`config.mk`:
```
export PLATFORM = sky130hd
export DESIGN_NAME = entropy_adapt_ctrl
export DESIGN_NICKNAME = d
export VERILOG_FILES = /design/src/rtl/entadp_pkg.sv /design/src/rtl/adapt_decider.sv /design/src/rtl/win_stepper.sv /design/src/rtl/mode_escalator.sv /design/src/rtl/entropy_adapt_ctrl.sv
export SDC_FILE = /design/constraint.sdc
export NUM_CORES = 1
export LEC_CHECK = 0
export BUFFER_PORTS_ARGS = -buffer_cell sky130_fd_sc_hd__buf_2
export CAP_MARGIN = 20
export CORE_MARGIN = 2
export CORE_UTILIZATION = 45
export CTS_CLUSTER_DIAMETER = 60
export DETAILED_ROUTE_END_ITERATION = 7
export PLACE_DENSITY = 0.77
export SYNTH_ARGS = -nofsm -noshare
export SYNTH_HDL_FRONTEND = slang
export SYNTH_SLANG_ARGS = --single-unit
```
`constraint.sdc`:
```
create_clock -name clk -period 7.1 [get_ports clk]
set_input_delay 1.42 -clock clk [delete_from_list [all_inputs] [get_ports clk]]
set_output_delay 1.42 -clock clk [all_outputs]
set_load 0.03 [all_outputs]
```
`src/rtl/entadp_pkg.sv`:
```
package entadp_pkg;

   localparam int SEL_W     = 3;
   localparam int SEL_LONG  = 2;
   localparam int SEL_MID   = 1;
   localparam int SEL_SHORT = 0;

   typedef enum logic [1:0] {
      ACT_HOLD     = 2'd0,
      ACT_SHRINK   = 2'd1,
      ACT_GROW     = 2'd2,
      ACT_ESCALATE = 2'd3
   } adapt_act_e;

   // Ring-length select from a 2-bit mode code
   function automatic logic [SEL_W-1:0] stage_decode(input logic [1:0] m);
      logic [SEL_W-1:0] s;
      s[SEL_LONG]  = ~(m[1] | m[0]);
      s[SEL_MID]   = ~(m[1] | ~m[0]);
      s[SEL_SHORT] = m[1];
      return s;
   endfunction

endpackage

```
`src/rtl/adapt_decider.sv`:
```
module adapt_decider
   import entadp_pkg::*;
(
   input  logic       sample_stb,
   input  logic       ent_good,
   input  logic       at_min,
   input  logic       at_max,
   output adapt_act_e act
);

   always_comb begin
      act = ACT_HOLD;
      if (sample_stb) begin
         if (ent_good) begin
            act = at_min ? ACT_HOLD : ACT_SHRINK;
         end else begin
            act = at_max ? ACT_ESCALATE : ACT_GROW;
         end
      end
   end

endmodule

```
`src/rtl/win_stepper.sv`:
```
module win_stepper
   import entadp_pkg::*;
#(
   parameter int WIN_W    = 6,
   parameter int WIN_INIT = 30,
   parameter int WIN_STEP = 5,
   parameter int WIN_MIN  = 20,
   parameter int WIN_MAX  = 60
) (
   input  logic             clk,
   input  logic             rst_n,
   input  adapt_act_e       act,
   output logic [WIN_W-1:0] win_q,
   output logic             at_min,
   output logic             at_max
);

   localparam int EXT_W = WIN_W + 1;
   localparam logic [WIN_W-1:0] INIT_W = WIN_W'(WIN_INIT);
   localparam logic [WIN_W-1:0] STEP_W = WIN_W'(WIN_STEP);
   localparam logic [WIN_W-1:0] MIN_W  = WIN_W'(WIN_MIN);
   localparam logic [WIN_W-1:0] MAX_W  = WIN_W'(WIN_MAX);
   localparam logic [EXT_W-1:0] STEP_X = EXT_W'(WIN_STEP);
   localparam logic [EXT_W-1:0] MAX_X  = EXT_W'(WIN_MAX);
   localparam logic [EXT_W-1:0] FLOOR_X = EXT_W'(WIN_MIN + WIN_STEP);
   localparam bit ON_GRID = ((WIN_MAX - WIN_MIN) % WIN_STEP == 0) &&
                            ((WIN_INIT - WIN_MIN) % WIN_STEP == 0);

   logic [WIN_W-1:0] win_up;
   logic [WIN_W-1:0] win_dn;
   logic [WIN_W-1:0] win_d;

   assign at_min = (win_q == MIN_W);
   assign at_max = (win_q == MAX_W);

   generate
      if (ON_GRID) begin : g_grid
         // Every reachable value lies on the step grid: no clamp needed
         assign win_up = win_q + STEP_W;
         assign win_dn = win_q - STEP_W;
      end else begin : g_clamp
         logic [EXT_W-1:0] up_sum;
         assign up_sum = {1'b0, win_q} + STEP_X;
         assign win_up = (up_sum >= MAX_X) ? MAX_W : up_sum[WIN_W-1:0];
         assign win_dn = ({1'b0, win_q} >= FLOOR_X) ? (win_q - STEP_W) : MIN_W;
      end
   endgenerate

   always_comb begin
      unique case (act)
         ACT_SHRINK: win_d = win_dn;
         ACT_GROW:   win_d = win_up;
         default:    win_d = win_q;
      endcase
   end

   always_ff @(posedge clk or negedge rst_n) begin
      if (!rst_n) begin
         win_q <= INIT_W;
      end else begin
         win_q <= win_d;
      end
   end

endmodule

```
`src/rtl/mode_escalator.sv`:
```
module mode_escalator
   import entadp_pkg::*;
#(
   parameter int MODE_W = 2
) (
   input  logic              clk,
   input  logic              rst_n,
   input  adapt_act_e        act,
   output logic [MODE_W-1:0] mode_q,
   output logic [SEL_W-1:0]  sel_q
);

   localparam logic [MODE_W-1:0] MODE_TOP = {MODE_W{1'b1}};

   logic [MODE_W-1:0] mode_d;

   always_comb begin
      mode_d = mode_q;
      if ((act == ACT_ESCALATE) && (mode_q != MODE_TOP)) begin
         mode_d = mode_q + MODE_W'(1);
      end
   end

   always_ff @(posedge clk or negedge rst_n) begin
      if (!rst_n) begin
         mode_q <= '0;
         sel_q  <= stage_decode(2'd0);
      end else begin
         mode_q <= mode_d;
         sel_q  <= stage_decode(mode_d[1:0]);
      end
   end

endmodule

```
`src/rtl/entropy_adapt_ctrl.sv`:
```
module entropy_adapt_ctrl
   import entadp_pkg::*;
#(
   parameter int WIN_W    = 6,
   parameter int WIN_INIT = 30,
   parameter int WIN_STEP = 5,
   parameter int WIN_MIN  = 20,
   parameter int WIN_MAX  = 60,
   parameter int MODE_W   = 2
) (
   input  logic              clk,
   input  logic              rst_n,
   input  logic              sample_stb,
   input  logic              ent_good,
   output logic [WIN_W-1:0]  win_len,
   output logic [MODE_W-1:0] osc_mode,
   output logic [SEL_W-1:0]  stage_sel
);

   generate
      if (MODE_W != 2) begin : g_bad_mode
         $error("MODE_W must be 2 for the ring-length decode");
      end
      if (WIN_STEP < 1) begin : g_bad_step
         $error("WIN_STEP must be at least 1");
      end
      if (!(WIN_MIN <= WIN_INIT && WIN_INIT <= WIN_MAX)) begin : g_bad_init
         $error("WIN_INIT must lie within WIN_MIN..WIN_MAX");
      end
      if (WIN_MIN >= WIN_MAX) begin : g_bad_bounds
         $error("WIN_MIN must be below WIN_MAX");
      end
      if (WIN_MAX >= (1 << WIN_W)) begin : g_bad_width
         $error("WIN_MAX does not fit in WIN_W bits");
      end
   endgenerate

   adapt_act_e act;
   logic       at_min;
   logic       at_max;

   adapt_decider u_decider (
      .sample_stb (sample_stb),
      .ent_good   (ent_good),
      .at_min     (at_min),
      .at_max     (at_max),
      .act        (act)
   );

   win_stepper #(
      .WIN_W    (WIN_W),
      .WIN_INIT (WIN_INIT),
      .WIN_STEP (WIN_STEP),
      .WIN_MIN  (WIN_MIN),
      .WIN_MAX  (WIN_MAX)
   ) u_win (
      .clk    (clk),
      .rst_n  (rst_n),
      .act    (act),
      .win_q  (win_len),
      .at_min (at_min),
      .at_max (at_max)
   );

   mode_escalator #(
      .MODE_W (MODE_W)
   ) u_mode (
      .clk    (clk),
      .rst_n  (rst_n),
      .act    (act),
      .mode_q (osc_mode),
      .sel_q  (stage_sel)
   );

endmodule

```
==> impl_metrics.json, run 1 <==
{
  "initial_utilization_pct": 46.6,
  "grt_use_total_pct": 16.5,
  "power_density_nw_per_um2": 525,
  "wirelength_um": 1360,
  "htree_levels": 1,
  "dp_cells": 96,
  "setup_viol": 0,
  "timing.setup.tns_ns": 0,
  "post-cts-setup-buffers": 0,
  "relSlewSlack_pct": 75.4,
  "crit_type": "primary input to flop",
  "cts-buffers-inserted": 3,
  "cp_slowest_stage_delay_ns": 0.32,
  "min_path_type": "flop to flop",
  "slew_violations": 0,
  "cts_resized": 0,
  "finalHoldViolations": 0,
  "fp.dieArea_um2": 1830,
  "syn-cell-area_um2": 678,
  "hold_buffers": 0,
  "gp_congestion": 0.795,
  "antenna_found_initial": 0,
  "detailedRoute.firstPassIterationCount": 4,
  "cts-root-buf": "clkbuf_4",
  "status": "finished, final reports clean",
  "worstPathRequired_ns": 7.26,
  "cts_tree": "done",
  "start_kind": "primary input",
  "finClkSkew_ns": 0.00489,
  "p_leak_nw": 0.367,
  "worst_pin_slew_ns": 0.369,
  "peakVddDrop_mv": 0.222,
  "grt.overflow.total": 0,
  "grt_max_degree": 13,
  "maxCapViolCount": 0,
  "clkLatencyLatePin_ns": 0.27,
  "core-area_um2": 1450,
  "die_y_um": 42.8,
  "yosys.cell_types.count": 31,
  "finalCriticalPeriod_ns": 3.32,
  "grt_pass1_wl_um": 2190,
  "cp-end-kind": "flop",
  "crit_slowest_cell": "ha_1",
  "vias_per_cell": 5.69,
  "path_cells": "buf_2, a41oi_1, o21ai_0, nand2_1, ha_1, inv_1, ha_1, a211oi_2, or3b_1, nand4_1, a221o_1",
  "rsz0062_at_grt": "false",
  "n_antenna_cell": 0,
  "dieWidth_um": 42.8,
  "drc_errors": 0,
  "ys_warn_count": 0,
  "ant_nets": 0,
  "reg2reg_slack_ns": 4.28,
  "final_layout_size_suffix_gt1_share_pct": 29.8,
  "area_growth_pct": 15.5,
  "path_max_fanout": 7,
  "boundaryPins": 15,
  "numPortBuffers": 14,
  "nets": 97,
  "drt_iter0_drc": 13,
  "synth.top_cell.area_share_pct": 19.4,
  "syn_nets": 80,
  "clkTransAtPathRegs_ns": 0.07,
  "netlist_instances": 68,
  "ys_seq_area_share_pct": 37.8,
  "postSynthAreaPerCell_um2": 9.97,
  "final_cells": 100,
  "ys_seq_elements": 10,
  "fin_crit_sh_pct": 46.7,
  "crit_arrival_ns": 3.48,
  "vias": 569,
  "dp_hpwl_um": 1020,
  "synth_area_leader_cell": "dfstp_2",
  "synthTopCellsByArea": "dfstp_2, dfrtp_1, ha_1, xor2_1, nor2b_1",
  "fmaxAchievable_ghz": 0.301,
  "clock-sinks": 10,
  "rows": 14,
  "cp_common_cell": "ha_1",
  "grt_pass1_vias": 498,
  "cts.path.max_buffers": 2,
  "routedWlPerCell_um": 13.6,
  "fill_cells": 145
}
-- report_power, final --
group	switching (mW)	total [mW]	internal, mW
combinational	0.148	0.237	0.0885
clock	0.0204	0.0421	0.0218
sequential	0.0355	0.132	0.0966
-- sequential cells by signal, summed over array words and instances (netlist names) --
name and count:
u_win.win_q 6, u_mode.sel_q 3, u_mode.mode_q 1
-- through the flow --
stage          hold WS [ns]  worst slack [ns]  power (mW)  utilization [%]  instance area [um^2]
2_1_floorplan         0.551              3.84       0.311                -                   678
3_3_place_gp          0.495              3.58       0.359             52.1                   757
3_5_place_dp          0.504              3.49       0.372             52.1                   757
4_1_cts               0.513              3.80       0.415             53.9                   783
5_1_grt               0.522              3.61       0.444             53.9                   783
6_report              0.508              3.78       0.411             53.9                   783
-- cell type report --
type                    instances  area [um^2]  share of cell area, %
multi-input cells              51          392                   50.0
clock buffers                   4         26.3                   3.35
repair buffers                 14         70.1                   8.95
well taps                      16         20.0                   2.56
flip-flops and latches         10          256                   32.7
inverters                       5         18.8                   2.40
-- cell usage after synthesis, drive strengths merged --
| cell | instances |
|---|---|
| a211oi | 1 |
| a21boi | 1 |
| a21o | 1 |
| a21oi | 2 |
| a221o | 1 |
| a41oi | 1 |
| and2 | 1 |
| and2b | 1 |
| buf | 1 |
| clkbuf | 1 |
| dfrtp | 5 |
| dfstp | 5 |
| fa | 1 |
| ha | 7 |
| inv | 5 |
| mux2 | 1 |
| nand2 | 6 |
| nand4 | 1 |
| nor2 | 3 |
| nor2b | 4 |
| nor3 | 1 |
| nor3b | 2 |
| o2111ai | 1 |
| o211ai | 2 |
| o21ai | 5 |
| o21bai | 1 |
| o31ai | 1 |
| o41ai | 1 |
| or3b | 1 |
| xnor2 | 1 |
| xor2 | 3 |
-- layout by cell type, fill, tap and decap left out, drive strengths merged --
| cell type | count |
|---|---|
| buf | 14 |
| ha | 7 |
| nand2 | 6 |
| inv | 5 |
| o21ai | 5 |
| dfrtp | 5 |
| dfstp | 5 |
| nor2b | 4 |
| clkbuf | 4 |
| nor2 | 3 |
| xor2 | 3 |
| nor3b | 2 |
| a21oi | 2 |
| o211ai | 2 |
| a41oi | 1 |
| o41ai | 1 |
| and2 | 1 |
| mux2 | 1 |
| a21boi | 1 |
| o31ai | 1 |
| a21o | 1 |
| a211oi | 1 |
| and2b | 1 |
| o21bai | 1 |
| nor3 | 1 |
| o2111ai | 1 |
| or3b | 1 |
| nand4 | 1 |
| a221o | 1 |
| xnor2 | 1 |
| fa | 1 |
-- routing by layer --
metal | vias to the layer above | wire length (um) | track usage [%]
met5 | - | 0 | 0
met4 | 0 | 16 | 5.63
met3 | 4 | 108 | 6.81
met2 | 25 | 652 | 25.5
met1 | 265 | 580 | 20.5
li1 | 275 | - | -
-- cell families (layout without fill, tap and decap cells) --
group,Yosys count,in the layout,share of synthesized area (%)
buffers and inverters,7,23,4.43
AO/OA/AOI/OAI,18,18,19.0
AND/OR/NAND/NOR,20,20,16.1
flip-flops,10,10,37.8
multiplexers,1,1,1.66
adder cells (fa/ha/maj),8,8,15.9
XOR/XNOR,4,4,5.17
-- path summary, 6_finish.rpt --
| kind | cells after the start | endpoint | from |
|---|---|---|---|
| worst max-delay path | 11 | u_win.win_q[5] | ent_good |
| worst min-delay path | 2 | u_win.win_q[3] | u_win.win_q[3] |
| worst max register to register | 11 | u_win.win_q[5] | u_win.win_q[4] |
| worst min register to register | 2 | u_win.win_q[3] | u_win.win_q[3] |
| max in group asynchronous | 1 | u_win.win_q[2] | rst_n |
| min in group asynchronous | 1 | u_win.win_q[5] | rst_n |
-- critical path: cells and delay by family --
| kind | cells | cell delay [ns] |
|---|---|---|
| AO/OA/AOI/OAI | 4 | 0.85 |
| adder cells (fa/ha/maj) | 2 | 0.61 |
| AND/OR/NAND/NOR | 3 | 0.35 |
| buffers and inverters | 2 | 0.25 |
Power figures use the tool's default switching activity.
==> inputs of run 2 (changes only) <==
clock period = 3.5 ns   (was 7.1 ns; I/O delays follow)
==> run 2 against run 1 <==
Net effect: sequential cell count stayed put; sequential share of layout area decreased by 0.41 points; cell area grew 1.3%; combinational power rose by 100%; critical path depth is the same; total power rose by 110%; die area unchanged; core utilization rose by 0.69 points; largest cell class unchanged.
==> impl_metrics.json, run 2 (synthesis gave the netlist of run 1 again) <==
{
  "path_max_fanout": 7,
  "routedWlPerCell_um": 13.8,
  "cts_tree": "done",
  "pwr-share-clk_pct": 12.3,
  "drt_iter0_drc": 12,
  "cp_slowest_stage_delay_ns": 0.57,
  "p_switching_mw": 0.417,
  "power_density_nw_per_um2": 1080,
  "p_leak_nw": 0.373,
  "largest_reg_flops": 6,
  "vias_per_cell": 5.63,
  "cts_resized": 0,
  "antenna_found_initial": 0,
  "path_cells": "nand2_1, o41ai_1, o21ai_0, nand2_1, ha_1, inv_1, ha_1, a211oi_2, or3b_1, nand4_1, a221o_1",
  "fin_ws_ns": 0.666,
  "worstPathRequired_ns": 3.65,
  "vias": 563,
  "largest_registers": "u_win.win_q: 6 flops, u_mode.sel_q: 3 flops, u_mode.mode_q: 1 flops",
  "final_layout_size_suffix_gt1_share_pct": 31.0,
  "crit_type": "flop to flop",
  "final_common_cell": "buf_2",
  "cp-end-kind": "flop",
  "grt.overflow.total": 0,
  "grt_max_degree": 13,
  "timing.setup.tns_ns": 0,
  "die_y_um": 42.8,
  "multi_input_area_um2": 392,
  "rows": 14,
  "wirelength_um": 1380,
  "fmaxAchievable_ghz": 0.353,
  "grt_pass1_wl_um": 2280,
  "cp_top_family": "compound AO/OA/AOI/OAI gates",
  "cts.path.max_buffers": 2,
  "nets": 97,
  "grt_use_total_pct": 16.8,
  "internal-power_mw": 0.439,
  "clkTransAtPathRegs_ns": 0.07,
  "maxCapViolCount": 0,
  "start_kind": "flop",
  "cts-root-buf": "clkbuf_4",
  "htree_levels": 1,
  "numPortBuffers": 14,
  "cts-buffers-inserted": 3,
  "finalHoldViolations": 0,
  "reg2reg_slack_ns": 0.67,
  "rsz0062_at_grt": "false",
  "min_path_type": "primary input to asynchronous set/reset pin",
  "ant_nets": 0,
  "clkLatencyLatePin_ns": 0.26,
  "fp.dieArea_um2": 1830,
  "swShare_pct": 48.7,
  "gp_congestion": 0.762,
  "pwr-share-seq_pct": 31.3,
  "crit_arrival_ns": 2.99,
  "seqCellArea_um2": 256,
  "drc_errors": 0,
  "worst_pin_slew_ns": 0.367,
  "setup_viol": 0,
  "post-cts-setup-buffers": 0,
  "grt_pass1_vias": 521,
  "fin_crit_sh_pct": 81.0,
  "p_comb_share_pct": 56.4,
  "area_growth_pct": 17.0,
  "initial_utilization_pct": 46.6,
  "dp_slack_ns": 0.584,
  "core-area_um2": 1450,
  "finClkSkew_ns": 0.000371,
  "hold_buffers": 0,
  "crit_slowest_cell": "dfstp_2",
  "clock-sinks": 10,
  "n_antenna_cell": 0,
  "boundaryPins": 15,
  "regMostFlops": "u_win.win_q",
  "status": "finished, final reports clean",
  "path_buf_inv": 1,
  "layout_common_cells": "buf_2, ha_1, nand2_1",
  "detailedRoute.firstPassIterationCount": 4,
  "fill_cells": 138,
  "dieWidth_um": 42.8,
  "relSlewSlack_pct": 75.6,
  "peakVddDrop_mv": 0.471,
  "dp_hpwl_um": 1060,
  "slew_violations": 0,
  "finalCriticalPeriod_ns": 2.83
}
-- run 2: cell counts in the layout (fill, tap and decap cells not counted) --
Identical to the previous run, type by type.
-- run 2: path summary, 6_finish.rpt --
check,from,to,cells past startpoint
setup / recovery,u_win.win_q[4],u_win.win_q[5],11
hold / removal,rst_n,u_win.win_q[5],1
setup reg to reg,u_win.win_q[4],u_win.win_q[5],11
hold reg to reg,u_win.win_q[4],u_win.win_q[4],2
max in group asynchronous,rst_n,u_win.win_q[3],1
min in group clk,u_win.win_q[4],u_win.win_q[4],2
-- run 2: layout make-up --
cell class                      instances  share of cell area [%]
Inverter                                5                    2.37
Timing Repair Buffer                   14                    8.83
Clock buffer                            4                    4.57
Multi-Input combinational cell         51                    49.4
Sequential cell                        10                    32.3
Tap cell                               16                    2.52
-- run 2: layer usage --
layer  global-route usage, %  share of wire, %  routed length, um
met5                       0                 0                  0
met4                    4.38                 0                  0
met3                    5.96               6.6                 91
met2                    28.8                50                686
met1                    19.6                44                599
-- run 2: power by group through the flow --
stage | clock (mW) | sequential (mW) | combinational, mW
2_1_floorplan | 0 | 0.373 | 0.259
3_3_place_gp | 0 | 0.265 | 0.463
5_1_grt | 0.113 | 0.279 | 0.533
3_5_place_dp | 0 | 0.270 | 0.484
6_report | 0.105 | 0.268 | 0.483
4_1_cts | 0.110 | 0.269 | 0.487
-- run 2: per-stage QoR --
| stage | hold WS [ns] | utilization, % | area [um^2] | cells | total power [mW] |
|---|---|---|---|---|---|
| 2_1_floorplan | 0.404 | - | 678 | 68 | 0.632 |
| 3_3_place_gp | 0.494 | 52.1 | 757 | 96 | 0.728 |
| 3_5_place_dp | 0.503 | 52.1 | 757 | 96 | 0.755 |
| 4_1_cts | 0.284 | 54.6 | 793 | 100 | 0.866 |
| 5_1_grt | 0.293 | 54.6 | 793 | 100 | 0.925 |
| 6_report | 0.285 | 54.6 | 793 | 100 | 0.856 |
==> inputs of run 3 (changes only) <==
PLACE_DENSITY = 0.8   (was 0.77)
clock period = 2.3 ns   (was 3.5 ns; I/O delays follow)
==> run 3 against run 2 <==
Net effect: the run now ends with setup timing left; clock skew increased by 0.0035 ns; sequential share of layout area fell by 7.4 points; critical path depth is the same; largest cell class unchanged; highest routed layer is now met4; via count rose by 12%; die area is the same; total power is 89% higher; worst setup slack got worse by 0.80 ns; largest power group unchanged.
==> impl_metrics.json, run 3 (synthesis gave the netlist of run 1 again) <==
{
  "vias_per_cell": 5.38,
  "path_max_fanout": 4,
  "numPortBuffers": 14,
  "total_power_mw": 1.62,
  "clkTransAtPathRegs_ns": 0.08,
  "largest_registers": "u_win.win_q: 6 flops, u_mode.sel_q: 3 flops, u_mode.mode_q: 1 flops",
  "rsz0062_at_grt": "true",
  "grt_pass1_wl_um": 2780,
  "fp.dieArea_um2": 1830,
  "cp-end-kind": "flop",
  "finalCriticalPeriod_ns": 2.43,
  "power_density_nw_per_um2": 1580,
  "dp_hpwl_um": 1100,
  "initial_utilization_pct": 46.6,
  "peakVddDrop_mv": 0.967,
  "cp_common_cell": "ha_4",
  "htree_levels": 1,
  "ant_nets": 0,
  "r2r-start": "u_win.win_q[4]",
  "vias": 630,
  "hold_buffers": 0,
  "p_leak_nw": 0.465,
  "clock-sinks": 10,
  "clkLatencyLatePin_ns": 0.26,
  "antenna_found_initial": 0,
  "finClkSkew_ns": 0.00388,
  "final_common_cell": "buf_4",
  "cts.path.max_buffers": 2,
  "fin_util_pct": 70.7,
  "detailedRoute.firstPassIterationCount": 4,
  "fmaxAchievable_ghz": 0.411,
  "cts-root-buf": "clkbuf_4",
  "largest_reg_flops": 6,
  "crit_arrival_ns": 2.59,
  "n_antenna_cell": 0,
  "maxCapViolCount": 0,
  "die_y_um": 42.8,
  "grt.overflow.total": 0,
  "grt_pass1_vias": 625,
  "min_path_type": "primary input to asynchronous set/reset pin",
  "drt_iter0_drc": 10,
  "core-area_um2": 1450,
  "cts-buffers-inserted": 3,
  "rows": 14,
  "start_kind": "flop",
  "nets": 114,
  "dieWidth_um": 42.8,
  "routedWlPerCell_um": 13.6,
  "violations": "setup timing",
  "path_cells": "nand2_1, o41ai_2, o21ai_2, nand2_2, ha_4, inv_4, ha_4, a211oi_4, or3b_1, nand4_1, a221o_1",
  "drc_errors": 0,
  "worstPathRequired_ns": 2.45,
  "wirelength_um": 1600,
  "fin_ws_ns": -0.132,
  "regMostFlops": "u_win.win_q",
  "cts_tree": "done",
  "gp_congestion": 0.793,
  "grt_max_degree": 12,
  "area_growth_pct": 51.7,
  "finalHoldViolations": 0,
  "fin_crit_sh_pct": 106,
  "boundaryPins": 15,
  "crit_path_start": "u_win.win_q[4]",
  "worst_pin_slew_ns": 0.308,
  "slew_violations": 0,
  "final_layout_size_suffix_gt1_share_pct": 54.5,
  "status": "complete, but fails checks",
  "layout_common_cells": "buf_4, buf_2",
  "crit_slowest_cell": "dfstp_2",
  "cp_slowest_stage_delay_ns": 0.54,
  "grt_use_total_pct": 20.6,
  "crit_type": "flop to flop",
  "setup_viol": 2,
  "relSlewSlack_pct": 79.4
}
[run 3: changes by cell type in the layout (fill, tap and decap cells not counted), moves of 2 or more]
cell     delta
buf_4      +15
buf_6       +2
ha_1        -5
ha_4        +5
o21ai_0     -2
[run 3: through the flow]
stage	instances	setup TNS [ns]	setup WS, ns	instance area, um^2	hold slack [ns]
after floorplan	68	-0.195	-0.195	694	0.164
after global placement	108	-0.216	-0.114	863	0.327
after detailed placement	108	-0.324	-0.193	863	0.333
after CTS	115	-0.163	-0.123	987	0.0457
after global routing	117	-0.460	-0.280	1030	0.0448
final	117	-0.171	-0.132	1030	0.0447
[run 3: repair_timing]
item                       4_1_cts  5_1_grt
resized for setup               10        4
setup endpoints to repair        2        3
pin swaps                        6        7
hold endpoints to repair         0        0
buffers inserted                 3        2
[run 3: final timing paths]
check / slack [ns] / end / cells past startpoint
max: -0.13 / u_win.win_q[5] / 11
min: 0.04 / u_win.win_q[5] / 1
max reg2reg: -0.13 / u_win.win_q[5] / 11
min reg2reg: 0.53 / u_win.win_q[3] / 2
max in group asynchronous: 1.99 / u_win.win_q[3] / 1
min in group clk: 0.53 / u_win.win_q[3] / 2
[run 3: metal layers]
layer | vias to the layer above | wire [um] | global-route usage (%) | share of wire, %
met5 | - | 0 | 0 | 0
met1 | 300 | 654 | 23.4 | 41
met4 | 0 | 31 | 9.38 | 1.9
li1 | 308 | - | - | -
met3 | 4 | 77 | 4.68 | 4.8
met2 | 18 | 833 | 36.1 | 52
[run 3: where the power goes]
part           total (mW)  leakage, nW  internal (mW)  switching (mW)
combinational        1.09        0.332          0.492           0.593
clock               0.162       0.0210         0.0960          0.0660
sequential          0.373        0.112          0.297          0.0761
total                1.62        0.465          0.885           0.735
[run 3: area by class of cell]
class | count | area, um^2
clock buffer | 4 | 36.3
tap | 16 | 20.0
timing repair buffer | 31 | 205
sequential | 10 | 256
multi-input combinational | 51 | 489
fill | 111 | 425
inverter | 5 | 21.3
[run 3: worst max-delay path: cells and delay by family, from the launching register on]
family	cells	cell delay (ns)
AO/OA/AOI/OAI	4	0.89
adder cells (fa/ha/maj)	2	0.40
flip-flops	1	0.54
buffers and inverters	1	0.06
AND/OR/NAND/NOR	4	0.41
